## config.mk

```make
export PLATFORM = sky130hd
export DESIGN_NAME = blkhdr_top
export DESIGN_NICKNAME = d
export VERILOG_FILES = /design/src/rtl/blkhdr_pkg.sv /design/src/rtl/blkhdr_classify.sv /design/src/rtl/blkhdr_seq.sv /design/src/rtl/blkhdr_parse.sv /design/src/rtl/blkhdr_top.sv
export SDC_FILE = /design/constraint.sdc
export NUM_CORES = 1
export LEC_CHECK = 0
export ABC_AREA = 1
export BUFFER_PORTS_ARGS = -buffer_cell sky130_fd_sc_hd__buf_2
export CORE_MARGIN = 5
export CORE_UTILIZATION = 40
export DETAILED_ROUTE_END_ITERATION = 8
export GPL_TIMING_DRIVEN = 0
export PLACE_DENSITY = 0.67
export SYNTH_ARGS = -nofsm -noshare
export SYNTH_HDL_FRONTEND = slang
export SYNTH_HIERARCHICAL = 1
export SYNTH_SLANG_ARGS = --single-unit
```

## constraint.sdc

```tcl
create_clock -name clk -period 2.2 [get_ports clk]
set_clock_uncertainty 0.2 [all_clocks]
set_input_delay 0.11 -clock clk [delete_from_list [all_inputs] [get_ports clk]]
set_output_delay 0.11 -clock clk [all_outputs]
set_load 0.005 [all_outputs]
```

## src/rtl/blkhdr_pkg.sv

```systemverilog
package blkhdr_pkg;

  localparam int unsigned PCB_W = 8;

  typedef enum logic [1:0] {
    BT_I   = 2'd0,
    BT_R   = 2'd1,
    BT_S   = 2'd2,
    BT_BAD = 2'd3
  } blk_kind_e;

  typedef enum logic [2:0] {
    ACT_DROP   = 3'd0,
    ACT_EXEC   = 3'd1,
    ACT_RESEND = 3'd2,
    ACT_RACK   = 3'd3,
    ACT_FWD    = 3'd4
  } blk_act_e;

  // fixed-bit masks and patterns of the three block classes
  localparam logic [PCB_W-1:0] I_MASK = 8'hE2, I_PAT = 8'h02;
  localparam logic [PCB_W-1:0] R_MASK = 8'hE6, R_PAT = 8'hA2;
  localparam logic [PCB_W-1:0] S_MASK = 8'hC7, S_PAT = 8'hC2;

endpackage

```

## src/rtl/blkhdr_classify.sv

```systemverilog
module blkhdr_classify
  import blkhdr_pkg::*;
(
  input  logic [PCB_W-1:0] pcb,
  output blk_kind_e        kind,
  output logic             f_chain,
  output logic             f_nad,
  output logic             f_bn
);

  always_comb begin
    if ((pcb & I_MASK) == I_PAT)      kind = BT_I;
    else if ((pcb & R_MASK) == R_PAT) kind = BT_R;
    else if ((pcb & S_MASK) == S_PAT) kind = BT_S;
    else                              kind = BT_BAD;
  end

  assign f_chain = pcb[4];
  assign f_nad   = pcb[2];
  assign f_bn    = pcb[0];

endmodule

```

## src/rtl/blkhdr_seq.sv

```systemverilog
module blkhdr_seq
  import blkhdr_pkg::*;
(
  input  logic             clk,
  input  logic             rst_n,
  input  logic             activate,
  input  logic             cid_en,
  input  logic             hdr_done,
  input  logic [PCB_W-1:0] hdr_pcb,
  input  logic             hdr_cid_ok,
  output blk_act_e         act_now,
  output logic             dec_valid,
  output blk_kind_e        dec_kind,
  output blk_act_e         dec_act,
  output logic [PCB_W-1:0] dec_resp
);

  blk_kind_e        kind;
  logic             f_chain, f_nad, f_bn;
  logic             exp_q;
  logic [PCB_W-1:0] resp_c;

  blkhdr_classify u_cls (
    .pcb     (hdr_pcb),
    .kind    (kind),
    .f_chain (f_chain),
    .f_nad   (f_nad),
    .f_bn    (f_bn)
  );

  // decision from the header and the expected block number
  always_comb begin
    act_now = ACT_DROP;
    resp_c  = '0;
    unique case (kind)
      BT_I: begin
        if (hdr_cid_ok && !f_chain && !f_nad && (f_bn == exp_q)) begin
          act_now = ACT_EXEC;
          resp_c  = {4'h0, cid_en, 2'b01, f_bn};
        end
      end
      BT_R: begin
        if (hdr_cid_ok) begin
          if (f_bn == ~exp_q) begin
            act_now = ACT_RESEND;
          end else begin
            act_now = ACT_RACK;
            resp_c  = {4'hA, cid_en, 2'b01, ~exp_q};
          end
        end
      end
      BT_S: begin
        if (hdr_cid_ok) act_now = ACT_FWD;
      end
      default: ;
    endcase
  end

  always_ff @(posedge clk or negedge rst_n) begin
    if (!rst_n) begin
      exp_q     <= 1'b0;
      dec_valid <= 1'b0;
      dec_kind  <= BT_I;
      dec_act   <= ACT_DROP;
      dec_resp  <= '0;
    end else begin
      dec_valid <= hdr_done;
      if (hdr_done) begin
        dec_kind <= kind;
        dec_act  <= act_now;
        dec_resp <= resp_c;
      end
      if (activate)
        exp_q <= 1'b0;
      else if (hdr_done && act_now == ACT_EXEC)
        exp_q <= ~exp_q;
    end
  end

  // an executed I-block moves the expected number on
  a_r5_toggle: assert property (@(posedge clk) disable iff (!rst_n)
    (dec_valid && dec_act == ACT_EXEC && !$past(activate)) |-> (exp_q != $past(exp_q)));

  // execute responses are I-block PCBs
  a_r5_resp_iform: assert property (@(posedge clk) disable iff (!rst_n)
    (dec_valid && dec_act == ACT_EXEC) |-> (dec_resp[7:5] == 3'b000 && dec_resp[1]));

  // dropped frames carry no response PCB
  a_r3_drop_silent: assert property (@(posedge clk) disable iff (!rst_n)
    (dec_valid && dec_act == ACT_DROP) |-> (dec_resp == '0));

  // only S-blocks are forwarded
  a_r8_fwd_is_s: assert property (@(posedge clk) disable iff (!rst_n)
    (dec_valid && dec_act == ACT_FWD) |-> (dec_kind == BT_S));

endmodule

```

## src/rtl/blkhdr_parse.sv

```systemverilog
module blkhdr_parse
  import blkhdr_pkg::*;
#(
  parameter int unsigned DW    = 8,
  parameter int unsigned CID_W = 4
) (
  input  logic             clk,
  input  logic             rst_n,
  input  logic             cid_en,
  input  logic [CID_W-1:0] cid_val,
  input  logic             in_valid,
  output logic             in_ready,
  input  logic [DW-1:0]    in_data,
  input  logic             in_last,
  output logic             out_valid,
  input  logic             out_ready,
  output logic [DW-1:0]    out_data,
  output logic             out_last,
  output logic             out_first,
  input  blk_act_e         act_now,
  output logic             hdr_done,
  output logic [PCB_W-1:0] hdr_pcb,
  output logic             hdr_cid_ok
);

  typedef enum logic [1:0] {PS_PCB, PS_CID, PS_BODY} ps_e;

  ps_e              st;
  logic [PCB_W-1:0] pcb_q;
  logic             keep_q, first_q;
  logic             fire, cflag, keep_c;

  assign fire    = in_valid && in_ready;
  assign hdr_pcb = (st == PS_PCB) ? in_data[PCB_W-1:0] : pcb_q;
  assign cflag   = hdr_pcb[3];

  assign hdr_done = fire && ((st == PS_PCB && (!cflag || in_last)) || st == PS_CID);

  always_comb begin
    if (st == PS_CID) hdr_cid_ok = cid_en && (in_data[CID_W-1:0] == cid_val);
    else              hdr_cid_ok = !cflag && !cid_en;
  end

  assign keep_c = (act_now == ACT_EXEC) || (act_now == ACT_FWD);

  assign in_ready  = (st == PS_BODY && keep_q) ? out_ready : 1'b1;
  assign out_valid = (st == PS_BODY) && keep_q && in_valid;
  assign out_data  = in_data;
  assign out_last  = in_last;
  assign out_first = out_valid && first_q;

  always_ff @(posedge clk or negedge rst_n) begin
    if (!rst_n) begin
      st      <= PS_PCB;
      pcb_q   <= '0;
      keep_q  <= 1'b0;
      first_q <= 1'b0;
    end else if (fire) begin
      if (hdr_done) begin
        keep_q  <= keep_c;
        first_q <= 1'b1;
      end else if (st == PS_BODY) begin
        first_q <= 1'b0;
      end
      unique case (st)
        PS_PCB: begin
          pcb_q <= in_data[PCB_W-1:0];
          if (in_last)    st <= PS_PCB;
          else if (cflag) st <= PS_CID;
          else            st <= PS_BODY;
        end
        PS_CID:  st <= in_last ? PS_PCB : PS_BODY;
        default: if (in_last) st <= PS_PCB;
      endcase
    end
  end

  // a stalled output byte is never taken from the input
  a_r10_stall: assert property (@(posedge clk) disable iff (!rst_n)
    (out_valid && !out_ready) |-> !in_ready);

  // the first-byte mark appears once per body
  a_r9_first_once: assert property (@(posedge clk) disable iff (!rst_n)
    (out_first && out_ready) |=> !out_first);

endmodule

```

## src/rtl/blkhdr_top.sv

```systemverilog
module blkhdr_top
  import blkhdr_pkg::*;
#(
  parameter int unsigned DW    = 8,
  parameter int unsigned CID_W = 4
) (
  input  logic             clk,
  input  logic             rst_n,
  input  logic             activate,
  input  logic             cid_en,
  input  logic [CID_W-1:0] cid_val,
  input  logic             in_valid,
  output logic             in_ready,
  input  logic [DW-1:0]    in_data,
  input  logic             in_last,
  output logic             out_valid,
  input  logic             out_ready,
  output logic [DW-1:0]    out_data,
  output logic             out_last,
  output logic             out_first,
  output logic             dec_valid,
  output logic [1:0]       dec_kind,
  output logic [2:0]       dec_act,
  output logic             dec_accept,
  output logic [7:0]       resp_pcb
);

  blk_act_e         act_now;
  logic             hdr_done, hdr_cid_ok;
  logic [PCB_W-1:0] hdr_pcb;
  blk_kind_e        kind_q;
  blk_act_e         act_q;

  blkhdr_parse #(.DW(DW), .CID_W(CID_W)) u_parse (
    .clk        (clk),
    .rst_n      (rst_n),
    .cid_en     (cid_en),
    .cid_val    (cid_val),
    .in_valid   (in_valid),
    .in_ready   (in_ready),
    .in_data    (in_data),
    .in_last    (in_last),
    .out_valid  (out_valid),
    .out_ready  (out_ready),
    .out_data   (out_data),
    .out_last   (out_last),
    .out_first  (out_first),
    .act_now    (act_now),
    .hdr_done   (hdr_done),
    .hdr_pcb    (hdr_pcb),
    .hdr_cid_ok (hdr_cid_ok)
  );

  blkhdr_seq u_seq (
    .clk        (clk),
    .rst_n      (rst_n),
    .activate   (activate),
    .cid_en     (cid_en),
    .hdr_done   (hdr_done),
    .hdr_pcb    (hdr_pcb),
    .hdr_cid_ok (hdr_cid_ok),
    .act_now    (act_now),
    .dec_valid  (dec_valid),
    .dec_kind   (kind_q),
    .dec_act    (act_q),
    .dec_resp   (resp_pcb)
  );

  assign dec_kind   = kind_q;
  assign dec_act    = act_q;
  assign dec_accept = (act_q != ACT_DROP);

endmodule

```

==> results by group <==
Synth
  – Synth Warn #: 6
  – Cell Area, Synth: 1490 sq um
  – Post-Synthesis Cells: 199
  – Post-Syn Area per Cell: 7.48 sq um

Placed design
  – I/O Buffers: 42
  – Post-DP HPWL: 2420 microns
  – GPL Wtd Cong: 0.823
  – Pre-CTS setup slack: -286 ps

Min path
  – Worst Hold Launch: in_last
  – WHS Path Cells: 4
  – Worst Hold Path EP: u_parse/st[1]
  – Hold WC Path Type: input port to flip-flop

Power
  – P_int: 0.916 mW
  – Peak supply drop: 0.328 mV
  – Leak pwr: 1.14 nW
  – Clock Power Share: 0.182
  – Sw Ratio: 0.370
  – Psw: 0.537 mW
  – Sequential Power Share: 0.366
  – Ratio of total power to cell area: 679 nW/um^2
  – Part of the power in combinational logic: 0.452

Setup path
  – Worst R2R Setup Slack: -7 ps
  – R2R depth: 16
  – Top cell by count, worst path: nor2_4
  – Largest stage delay on the critical path: 430 ps
  – Worst Setup SP: u_parse/st[1]
  – Crit Path Class: flip-flop to flip-flop
  – WP data arrival: 2210 ps
  – Setup crit end kind: flip-flop
  – Worst r2r dst: u_parse/keep_q
  – Max stage delay cell, worst path: dfrtp_1
  – Crit path max fanout: 5
  – CP Launch Type: flip-flop
  – Req. time, crit path: 2210 ps
  – Crit Reg-Reg Startpoint: u_parse/st[1]
  – Crit-path cells: nor2_4, buf_6, nand2_2, o21ai_2, inv_1, nand2_2, nor2_4, nor2_4, nand2_2, nor2_4, nand2_4, nand2_4, o21bai_1, nor2_1, nand4_1, nand2_1
  – CP delay by family, top: simple AND/OR/NAND/NOR gates
  – Buf/Inv on CP: 2

Die
  – Die Area: 5040 sq um
  – Placeable core area: 3630 sq um
  – Die width: 71.0 microns
  – I/O pin cnt: 46
  – Initial Util: 0.409
  – Die Ht: 71.0 microns
  – Cell Rows: 22

Routing
  – Drc violations: 0
  – Total number of vias: 1406
  – Pre-antenna DRT Iters: 4
  – M1 wire length: 1560 microns
  – Initial DRC count: 56
  – Avg WL per Cell: 11.0 microns
  – Routed wl met3: 132 microns
  – Post-Route WL: 3470 microns
  – Max layer used: met4
  – Via density: 4.46
  – Post-route ant nets: 0
  – WL met2: 1760 microns

Clock tree
  – CTS buffer count: 3
  – Clock transition at the registers of the reported paths: 90 ps
  – Clk sink count: 23
  – Latest clock arrival within the worst-skew pair: 260 ps
  – H-tree depth: 1
  – CTS tree: built
  – Root Buffer: clkbuf_8
  – Worst-case clock buffer depth: 2

Global route
  – Antenna violations before repair: 0
  – First-pass GRT wire length: 5560 microns
  – Largest net degree at the start of global routing: 24
  – Gr ovfl total: 0
  – Total Routing Usage GR: 0.133
  – Vias in the first global route: 1307

Layout
  – Area Overhead vs Synth: 44.0%
  – Ratio of cells with drive above 1 in the final layout: 0.468
  – # nets final: 288
  – Diodes inserted: 0
  – Layout Utilization: 0.590

Timing
  – Worst Tran Pin Value: 526 ps
  – Share of the cycle needed by the critical path after routing: 1.00
  – Max Fclk: 453 MHz
  – Slew Viols, Final: 0
  – Rel. slew slack: 0.649
  – Final setup fails: 1
  – Final hold violations: 0
  – RSZ-0062 raised after global routing: true
  – Worst setup margin: -7.23 ps
  – Post-layout min period: 2210 ps

Run
  – Max-cap viol count: 0

Status
  – Violated checks: negative setup slack
  – Status: finished, violations left
==> registers in the layout (all words and copies together), names as in the netlist <==
name and cells:
u_seq/exp_q 1, u_seq/dec_kind 2, u_parse/first_q 1, u_seq/dec_valid 1, u_seq/dec_resp 4, u_parse/pcb_q 8, u_seq/dec_act 3, u_parse/keep_q 1
u_parse/st 2
==> worst max path at each step <==
stage	to	slack, ps	cells after the start
floorplan	u_parse/keep_q	-20	16
global placement	u_parse/keep_q	-260	15
detailed placement	u_parse/keep_q	-290	15
CTS	u_parse/keep_q	-50	17
global route	u_parse/keep_q	-140	16
finish	u_parse/keep_q	-7	16
==> power by group through the flow <==
stage                     clock network [mW]  registers [mW]  logic (mW)
final                                  0.265           0.532       0.657
after global routing                   0.288           0.540       0.723
after CTS                              0.277           0.530       0.601
after detailed placement                   0           0.538       0.486
after global placement                     0           0.536       0.477
after floorplan                            0           0.536       0.352
==> layout make-up <==
cell class                 instances  area [sq um]
multi-input combinational        131           808
clock buffer                       3          41.3
fill                             346          1490
sequential                        23           576
timing repair buffer              63           392
inverter                          26          97.6
tap                               48          60.1
clock inverter                     1          5.00
buffer                            20           163
==> timing repair <==
| item | in CTS | in global routing |
|---|---|---|
| pin swaps | 12 | 14 |
| cloned | 1 | 0 |
| setup endpoints to repair | 7 | 7 |
| hold buffers | 5 | 0 |
| resized for setup | 17 | 21 |
| buffers inserted | 11 | 4 |
| endpoints found under the hold margin | 28 | 0 |
==> cells in the final DEF (no fill, tap or decap), drive strengths merged, types with 2 or more instances in the layout <==
| cell type | instances |
|---|---|
| xor2 | 2 |
| nand3 | 9 |
| dlygate4sd3 | 5 |
| nor2 | 22 |
| o21ai | 20 |
| inv | 26 |
| clkbuf | 3 |
| nand4 | 5 |
| nand2 | 61 |
| buf | 78 |
| conb | 3 |
| dfrtp | 23 |
==> metrics by stage <==
stage	setup TNS, ps	instance area (sq um)	cells	total power, mW	hold slack (ps)
after global placement	-419	1810	291	1.01	-81.8
after global routing	-461	2140	315	1.55	12.6
after detailed placement	-570	1810	291	1.02	-79.7
final	-7.23	2140	315	1.45	19.4
after floorplan	-17.1	1540	201	0.888	-386
after CTS	-50.5	2050	312	1.41	11.1
==> worst min-delay path: stages <==
cell and delay, ps:
buf_2 110, inv_1 60, o21ai_0 80, nor2_1 80
==> routing by layer <==
metal / global-route usage / vias up
met5: 0 / -
met4: 0.0313 / 0
met3: 0.0185 / 2
met2: 0.229 / 22
met1: 0.175 / 648
li1: - / 734
(Power assumes the default switching activity.)
